`config.mk`:
```
export PLATFORM = sky130hd
export DESIGN_NAME = restoring_div
export DESIGN_NICKNAME = d
export VERILOG_FILES = /design/src/rtl/div_pkg.sv /design/src/rtl/div_ovf_check.sv /design/src/rtl/div_step.sv /design/src/rtl/div_ctrl.sv /design/src/rtl/restoring_div.sv
export SDC_FILE = /design/constraint.sdc
export NUM_CORES = 1
export LEC_CHECK = 0
export ABC_AREA = 1
export BUFFER_PORTS_ARGS = -buffer_cell sky130_fd_sc_hd__buf_4
export CAP_MARGIN = 10
export CELL_PAD_IN_SITES_DETAIL_PLACEMENT = 0
export CELL_PAD_IN_SITES_GLOBAL_PLACEMENT = 2
export CORE_ASPECT_RATIO = 2
export CORE_MARGIN = 2
export CORE_UTILIZATION = 32
export DETAILED_ROUTE_END_ITERATION = 6
export GPL_TIMING_DRIVEN = 1
export MAX_ROUTING_LAYER = met4
export PLACE_DENSITY_LB_ADDON = 0.1
export SYNTH_ARGS = -nofsm -noshare
export SYNTH_HDL_FRONTEND = slang
export SYNTH_HIERARCHICAL = 1
export SYNTH_SLANG_ARGS = --single-unit
export TNS_END_PERCENT = 1
```
`constraint.sdc`:
```
create_clock -name clk -period 3.1 [get_ports clk]
set_input_delay 0.465 -clock clk [delete_from_list [all_inputs] [get_ports clk]]
set_output_delay 0.465 -clock clk [all_outputs]
set_load 0.02 [all_outputs]
```
`src/rtl/div_pkg.sv`:
```
package div_pkg;
  typedef enum logic [1:0] {
    ST_IDLE  = 2'd0,
    ST_CHECK = 2'd1,
    ST_RUN   = 2'd2
  } dv_state_t;
endpackage

```
`src/rtl/div_ovf_check.sv`:
```
// Trial subtraction of the dividend's upper half: carry out means hi >= divisor.
module div_ovf_check #(
  parameter int W = 8
) (
  input  logic [W-1:0] hi,
  input  logic [W-1:0] dvs,
  output logic         too_big
);
  logic [W:0] sum;
  always_comb begin
    sum     = {1'b0, hi} + {1'b0, ~dvs} + {{W{1'b0}}, 1'b1};
    too_big = sum[W];
  end
endmodule

```
`src/rtl/div_step.sv`:
```
// One shift-and-subtract step; the shifted-out bit forces the subtraction.
module div_step #(
  parameter int W = 8
) (
  input  logic [W-1:0] a_in,
  input  logic [W-1:0] q_in,
  input  logic [W-1:0] b_in,
  output logic [W-1:0] a_out,
  output logic [W-1:0] q_out
);
  logic         e_bit;
  logic [W-1:0] a_sh;
  logic [W-1:0] q_sh;
  logic [W:0]   diff;
  logic         take;

  always_comb begin
    e_bit = a_in[W-1];
    a_sh  = {a_in[W-2:0], q_in[W-1]};
    q_sh  = {q_in[W-2:0], 1'b0};
    diff  = {1'b0, a_sh} - {1'b0, b_in};
    take  = e_bit | ~diff[W];
    a_out = take ? diff[W-1:0] : a_sh;
    q_out = {q_sh[W-1:1], take};
  end
endmodule

```
`src/rtl/div_ctrl.sv`:
```
module div_ctrl
  import div_pkg::*;
#(
  parameter int W = 8
) (
  input  logic clk,
  input  logic rst,
  input  logic start,
  input  logic too_big,
  output logic load,
  output logic step,
  output logic fin_ok,
  output logic fin_ovf,
  output logic busy
);
  localparam int CW = $clog2(W + 1);
  localparam logic [CW-1:0] CNT_INIT = CW'(W);
  localparam logic [CW-1:0] CNT_ONE  = CW'(1);

  dv_state_t     st;
  logic [CW-1:0] cnt;

  always_comb begin
    busy    = (st != ST_IDLE);
    load    = (st == ST_IDLE) && start;
    step    = (st == ST_RUN);
    fin_ovf = (st == ST_CHECK) && too_big;
    fin_ok  = (st == ST_RUN) && (cnt == CNT_ONE);
  end

  always_ff @(posedge clk) begin
    if (rst) begin
      st  <= ST_IDLE;
      cnt <= '0;
    end else begin
      case (st)
        ST_IDLE:  if (start) st <= ST_CHECK;
        ST_CHECK: begin
          if (too_big) st <= ST_IDLE;
          else begin
            st  <= ST_RUN;
            cnt <= CNT_INIT;
          end
        end
        ST_RUN: begin
          cnt <= cnt - CNT_ONE;
          if (cnt == CNT_ONE) st <= ST_IDLE;
        end
        default: st <= ST_IDLE;
      endcase
    end
  end
endmodule

```
`src/rtl/restoring_div.sv`:
```
module restoring_div #(
  parameter int W = 8
) (
  input  logic           clk,
  input  logic           rst,
  input  logic           start,
  input  logic           dvd_sign,
  input  logic [2*W-1:0] dvd_mag,
  input  logic           dvs_sign,
  input  logic [W-1:0]   dvs_mag,
  output logic           done,
  output logic           ovf,
  output logic [W-1:0]   quo,
  output logic [W-1:0]   rem,
  output logic           quo_sign,
  output logic           rem_sign
);
  logic [W-1:0] a_reg, q_reg, b_reg;
  logic [W-1:0] a_nx, q_nx;
  logic         qs_reg, rs_reg, ovf_reg, done_reg;
  logic         too_big, load, step, fin_ok, fin_ovf, busy;

  div_ovf_check #(.W(W)) u_chk (
    .hi(a_reg), .dvs(b_reg), .too_big(too_big)
  );

  div_step #(.W(W)) u_step (
    .a_in(a_reg), .q_in(q_reg), .b_in(b_reg), .a_out(a_nx), .q_out(q_nx)
  );

  div_ctrl #(.W(W)) u_ctrl (
    .clk(clk), .rst(rst), .start(start), .too_big(too_big),
    .load(load), .step(step), .fin_ok(fin_ok), .fin_ovf(fin_ovf), .busy(busy)
  );

  always_ff @(posedge clk) begin
    if (rst) begin
      a_reg    <= '0;
      q_reg    <= '0;
      b_reg    <= '0;
      qs_reg   <= 1'b0;
      rs_reg   <= 1'b0;
      ovf_reg  <= 1'b0;
      done_reg <= 1'b0;
    end else begin
      done_reg <= fin_ok | fin_ovf;
      if (load) begin
        a_reg   <= dvd_mag[2*W-1:W];
        q_reg   <= dvd_mag[W-1:0];
        b_reg   <= dvs_mag;
        qs_reg  <= dvd_sign ^ dvs_sign;
        rs_reg  <= dvd_sign;
        ovf_reg <= 1'b0;
      end else if (fin_ovf) begin
        ovf_reg <= 1'b1;
      end else if (step) begin
        a_reg <= a_nx;
        q_reg <= q_nx;
      end
    end
  end

  assign done     = done_reg;
  assign ovf      = ovf_reg;
  assign quo      = q_reg;
  assign rem      = a_reg;
  assign quo_sign = qs_reg;
  assign rem_sign = rs_reg;
endmodule

```
# ---- After elaboration in Yosys (flattened, before gate mapping)
# Index checks and enable logic that the tools add are counted.
dict set report totals {
  ff_bits 34
  latch_bits 0
  ram_bits 0
  rom_bits 0
  input_bits 29
  out_inout_bits 20
  wordCells 48
  n_memories 0
}
dict set report op_classes {
  n_addsub 4
  mul 0
  n_div 0
  order_cmp 0
  n_eq_ne 7
  shift 0
  mux 13
  bitwise 5
  reduce_logical 10
}
# operator n
set ops {}
lappend ops {{$mux W8} 7}
lappend ops {{$add A8 B8 Y9} 1}
lappend ops {{$add A9 B1 Y9 const B} 1}
lappend ops {{$sub A8 B8 Y9} 1}
lappend ops {{$not A8 Y8} 1}
lappend ops {{$pmux W4 S2} 1}
lappend ops {{$mux W2} 3}
lappend ops {{$ne A2 B2 Y1 const B} 3}
lappend ops {{$pmux W2 S3} 1}
lappend ops {{$reduce_and A2 Y1} 3}
lappend ops {{$eq A4 B1 Y1 const B} 1}
lappend ops {{$mux W4} 1}
lappend ops {{$reduce_bool A2 Y1} 2}
lappend ops {{$sub A4 B1 Y4 const B} 1}
lappend ops {{$logic_and A1 B1 Y1} 3}
lappend ops {{$eq A2 B1 Y1 const B} 1}
lappend ops {{$eq A2 B2 Y1 const B} 1}
lappend ops {{$logic_not A2 Y1} 1}
lappend ops {{$ne A2 B1 Y1 const B} 1}
lappend ops {{$or A1 B1 Y1} 2}
lappend ops {{$reduce_or A2 Y1} 1}
lappend ops {{$not A1 Y1} 1}
lappend ops {{$xor A1 B1 Y1} 1}

# ---- Logic depth before layout (Yosys ltp)
dict set report depth {
  depth_word 7
  mapped_depth 16
  depth_no_buf 15
}

# ---- Modules after synthesis
# Netlist, hierarchy kept.
# mod n_inst cells_each area_per_inst_um2 seq_area_each_um2
set modules_own_cells {}
lappend modules_own_cells {restoring_div 1 214 1321.3 560.5}
lappend modules_own_cells {div_step 1 108 698.2 0.0}
lappend modules_own_cells {div_ctrl 1 47 330.3 120.1}
lappend modules_own_cells {div_ovf_check 1 32 188.9 0.0}

# ---- Worst setup path after synthesis
# OpenSTA, ideal clock, no wires.
dict set report synth_path {
  kind {register to register}
  start {reg q_reg[7], in the netlist quo[7]}
  end {reg a_reg[7], in the netlist rem[7]}
  setup_time_ns 0.064
  arrival_time_ns 2.003
  t_required_ns 3.036
  path_slack_ns 1.033
  stages_incl_launch_ff 16
  path_buffers 1
  period_less_slack_ns 2.067
  cell_sequence {dfxtp_1 > inv_1 > ha_1 > fa_1 > inv_1 > nand2_1 > nand2_4 > nand3_4 > nand3_4 > buf_12 > nand3_4 > nand2_2 > nand2_1 > nand2_1 > nor2_1 > nor2_1}
}
dict set report synth_via {
  elab_chain_len 7
}
# item line
set synth_lines {}
lappend synth_lines {{start: declaration} restoring_div.sv:18} ;# logic [W-1:0] a_reg, q_reg, b_reg;
lappend synth_lines {{start signal: assignment} restoring_div.sv:49} ;# q_reg <= dvd_mag[W-1:0];
lappend synth_lines {{start signal: assignment} restoring_div.sv:58} ;# q_reg <= q_nx;
lappend synth_lines {{$sub A8 B8 Y9} div_step.sv:21} ;# diff = {1'b0, a_sh} - {1'b0, b_in};
lappend synth_lines {{$not A1 Y1} div_step.sv:22} ;# take = e_bit | ~diff[W];
lappend synth_lines {{$or A1 B1 Y1} div_step.sv:22}
lappend synth_lines {{net u_step.take} div_step.sv:15} ;# logic take;
lappend synth_lines {{$mux W8} div_step.sv:23} ;# a_out = take ? diff[W-1:0] : a_sh;
lappend synth_lines {{net a_nx[7]} restoring_div.sv:19} ;# logic [W-1:0] a_nx, q_nx;
lappend synth_lines {{$mux W8} restoring_div.sv:56} ;# end else if (step) begin
lappend synth_lines {{$mux W8} restoring_div.sv:54} ;# end else if (fin_ovf) begin
lappend synth_lines {{$mux W8} restoring_div.sv:47} ;# if (load) begin
lappend synth_lines {{end signal: assignment} restoring_div.sv:48} ;# a_reg <= dvd_mag[2*W-1:W];
lappend synth_lines {{end signal: assignment} restoring_div.sv:57} ;# a_reg <= a_nx;
lappend synth_lines {{end: declaration} restoring_div.sv:18}
# The timed path passes the listed nets, and every way through them passes these cells. The select of a mux whose other input is x is not followed.
# A chain may end at the register's enable or synchronous reset.

# ---- Final worst setup path
dict set report layout_path {
  start {reg b_reg[1]}
  end {reg q_reg[2], in the netlist quo[2]}
}
dict set report layout_via {
  elab_chain_len 6
}
# item line
set layout_lines {}
lappend layout_lines {{start: declaration} restoring_div.sv:18}
lappend layout_lines {{start signal: assignment} restoring_div.sv:50} ;# b_reg <= dvs_mag;
lappend layout_lines {{$not A8 Y8} div_ovf_check.sv:11} ;# sum = {1'b0, hi} + {1'b0, ~dvs} + {{W{1'b0}}, 1'b1};
lappend layout_lines {{$add A8 B8 Y9} div_ovf_check.sv:11}
lappend layout_lines {{$add A9 B1 Y9} div_ovf_check.sv:11}
lappend layout_lines {{net too_big} restoring_div.sv:21} ;# logic too_big, load, step, fin_ok, fin_ovf, busy;
lappend layout_lines {{$logic_and A1 B1 Y1} div_ctrl.sv:27} ;# fin_ovf = (st == ST_CHECK) && too_big;
lappend layout_lines {{net fin_ovf} restoring_div.sv:21}
lappend layout_lines {{$ne A2 B2 Y1 (no line)} --}
lappend layout_lines {{$reduce_and A2 Y1 (no line)} --}
# The timed path passes the listed nets, and every way through them passes these cells.

==> flow_metrics.env <==
export IMPL_status="completed"
export IMPL_dr_pass1_iters=4
export IMPL_die_y_um=130
export IMPL_min_path_type="input port to flip-flop"
export IMPL_reg2reg_depth=14
export IMPL_routed_via_density=4.40
export IMPL_slew_headroom_pct=65.0
export IMPL_rows=46
export IMPL_dp_cells=527
export IMPL_final_cells=535
export IMPL_endpoint_kind="flip-flop"
export IMPL_r2r_end="quo[2]$_SDFFE_PP0P_"
export IMPL_r2r_slack_ns=0.87
export IMPL_place_congestion=0.802
export IMPL_fin_worst_skew_ns=0.00704
export IMPL_synth_largest_area_cell="dfxtp_1"
export IMPL_cts_resized=0
export IMPL_avgSynthCellArea_um2=6.33
export IMPL_synth_top_area_share_pct=26.8
export IMPL_vias=2352
export IMPL_postCtsSetupBuffers=0
export IMPL_setup_worst_path_class="flip-flop to flip-flop"
export IMPL_seq_power_share_pct=25.9
export IMPL_irDropWorstVdd_v=0.000344
export IMPL_cts_num_sinks=34
export IMPL_placeableCoreArea_um2=7830
export IMPL_io_buffers=48
export IMPL_combPwrFrac_pct=51.7
export IMPL_maxSlewViolCount=0
export IMPL_cp_required_ns=3.32
export IMPL_cts_tree="built"
export IMPL_wl_per_cell_um=11.6
export IMPL_wirelength_um=6180
export IMPL_antenna_found_initial=0
export IMPL_p_int_mw=1.30
export IMPL_power_frac_clock_pct=22.3
export IMPL_drcViolationCount=0
export IMPL_switching_share_pct=43.5
export IMPL_grt_ovfl_total=0
export IMPL_initial_core_util_pct=32.4
export IMPL_p_leak_nw=1.61
export IMPL_critPathCapture="quo[2]$_SDFFE_PP0P_"
export IMPL_finalHoldViolations=0
export IMPL_drive_above_1_share_pct=20.0
export IMPL_timing_final_crit_period_ns=2.23
export IMPL_fmax_mhz=449
export IMPL_fin_setup_tns_ns=0
export IMPL_grt_max_degree=30
export IMPL_cp_max_fo=16
export IMPL_cts_inserted_buffers=5
export IMPL_postSynthCellCount=401
export IMPL_antenna_cells=0
export IMPL_yosysWarnings=6
export IMPL_worstSetupStartpoint="b_reg[1]$_SDFFE_PP0P_"
export IMPL_postCtsHoldBufs=0
export IMPL_p_sw_mw=1.00
export IMPL_ioPinCount=49
export IMPL_worst_pin_slew_ns=0.522
export IMPL_hpwl_um=4650
export IMPL_rsz0062_at_grt="false"
export IMPL_cts_root_buf="clkbuf_16"
export IMPL_grt_usage_pct=16.0
export IMPL_grt_pass1_vias=2260
export IMPL_ys_seq_area_share_pct=26.8
export IMPL_clockBufferDepth=2
export IMPL_arrival_ns=2.44
export IMPL_dieWidth_um=67.0
export IMPL_synth_cell_types=30
export IMPL_clkTransAtPathRegs_ns=0.06
export IMPL_powerDensity_nw_per_um2=756
export IMPL_yosys_top_cells_area="dfxtp_1, nand2_1, inv_1"
export IMPL_reg2reg_from="b_reg[1]$_SDFFE_PP0P_"
export IMPL_dr_first_iter_drc_count=83
export IMPL_startpoint_type="flip-flop"
export IMPL_ys_seq_elements=34
export IMPL_clk_latency_ns=0.28
export IMPL_postRouteAntennaNets=0
export IMPL_htree_levels=2
export IMPL_fin_nets=485
export IMPL_fin_crit_sh_pct=71.8
export IMPL_syn_area_um2=2540
export IMPL_syn_nets=448
export IMPL_syn2layout_area_growth_pct=19.9
export IMPL_maxCapViolations=0
export IMPL_dieArea_um2=8700
export IMPL_grt_pass1_wl_um=10400
export IMPL_setup_violations=0
## placed cells by master (no fill, tap or decap)
cell,count
nand2_4,1
nand3_1,26
o21ai_0,2
or2_1,2
nand4_1,4
o21ai_1,7
nand3_4,3
ha_1,17
a21oi_1,8
clkinv_2,1
inv_1,66
inv_2,5
buf_4,50
or2_4,1
clkbuf_8,1
nand3b_1,2
o21ai_2,5
nor3_1,3
nand2_2,7
xnor2_1,3
nand3_2,3
a21oi_2,1
nand2_1,113
o21a_1,1
nor2_4,2
dfxtp_1,34
nor2_1,62
clkbuf_16,5
a21oi_4,1
fa_1,1
nor2_2,1
clkinvlp_4,1
## power by group through the flow
stage                     clock (mW)  combinational, mW  sequential (mW)
after global routing           0.549               1.37            0.612
after floorplan                    0              0.947            0.648
after CTS                      0.531               1.22            0.599
after global placement             0               1.19            0.608
after detailed placement           0               1.21            0.607
final                          0.514               1.19            0.596
## layout make-up
cell class                      instances  area [µm²]
Timing Repair Buffer                   50         375
Clock buffer                            6         139
Multi-Input combinational cell        276        1450
Sequential cell                        34         681
Clock inverter                          2        12.5
Inverter                               71         267
Tap cell                               96         120
Fill cell                             920        4780
## cell families (layout without fill, tap and decap cells)
family | count (synthesis) | after routing | synth area share [%]
adder cells (fa/ha/maj) | 18 | 18 | 9.17
buffers and inverters | 91 | 129 | 16.2
flip-flops | 34 | 34 | 26.8
AO/OA/AOI/OAI | 25 | 25 | 6.36
XOR/XNOR | 3 | 3 | 1.04
AND/OR/NAND/NOR | 230 | 230 | 40.5
## stage by stage
| stage | total power [mW] | instance area [µm²] | utilization, % | hold WS (ns) | worst slack, ns |
|---|---|---|---|---|---|
| after detailed placement | 1.82 | 2890 | 37.0 | 0.488 | 0.830 |
| after global routing | 2.53 | 3040 | 38.9 | 0.407 | 0.573 |
| after CTS | 2.35 | 3040 | 38.9 | 0.397 | 0.814 |
| after floorplan | 1.60 | 2540 | - | 0.467 | 1.03 |
| after global placement | 1.80 | 2890 | 37.0 | 0.487 | 0.915 |
| final | 2.30 | 3040 | 38.9 | 0.402 | 0.874 |
## Yosys cell counts
cell type    n
buf_12       1
nand2_2      7
nand3b_1     2
buf_2        6
nand4_1      4
nand3_1     26
fa_1         1
or2_1        2
nand2_1    113
inv_2        5
or2_4        1
ha_1        17
buf_4       12
nor2_1      63
a21oi_1      8
o21ai_2      5
o21ai_1      7
nand3_2      3
dfxtp_1     34
o21ai_0      2
nand3_4      3
xnor2_1      3
nand2_4      1
inv_1       66
clkbuf_1     1
o21a_1       1
nor2_4       2
a21oi_4      1
nor3_1       3
a21oi_2      1
## routing by layer
metal | vias to the layer above | part of all wire [%] | global-route usage, % | wire, µm
li1 | 1280 | - | - | -
met4 | 0 | 2.4 | 6.72 | 147
met2 | 37 | 49 | 26.6 | 3000
met3 | 10 | 3.2 | 3.19 | 198
met1 | 1025 | 46 | 18.5 | 2840
met5 | - | 0 | - | 0
## critical path, stage by stage, from the launching register on
cell and delay, ns:
dfxtp_1 0.40, inv_1 0.06, ha_1 0.27, nand2_1 0.05, nand2_1 0.06, nand2_1 0.05
nand2_1 0.08, nand2_1 0.05, nand2_1 0.05, inv_1 0.06, nor3_1 0.41, nand2_1 0.13
nand2_2 0.30, nor2_1 0.09, nor2_1 0.11
## how the worst min path moves through the flow
stage	from	end	slack [ns]	cells past startpoint
2_1_floorplan	u_ctrl/cnt[2]$_SDFFE_PP0P_	u_ctrl/cnt[2]$_SDFFE_PP0P_	0.47	2
3_3_place_gp	u_ctrl/cnt[2]$_SDFFE_PP0P_	u_ctrl/cnt[2]$_SDFFE_PP0P_	0.49	2
3_5_place_dp	u_ctrl/cnt[2]$_SDFFE_PP0P_	u_ctrl/cnt[2]$_SDFFE_PP0P_	0.49	2
4_1_cts	dvs_mag[4]	b_reg[4]$_SDFFE_PP0P_	0.40	3
5_1_grt	dvs_mag[0]	b_reg[0]$_SDFFE_PP0P_	0.41	3
6_report	dvs_mag[7]	b_reg[7]$_SDFFE_PP0P_	0.40	3
Power figures use the tool's default switching activity.
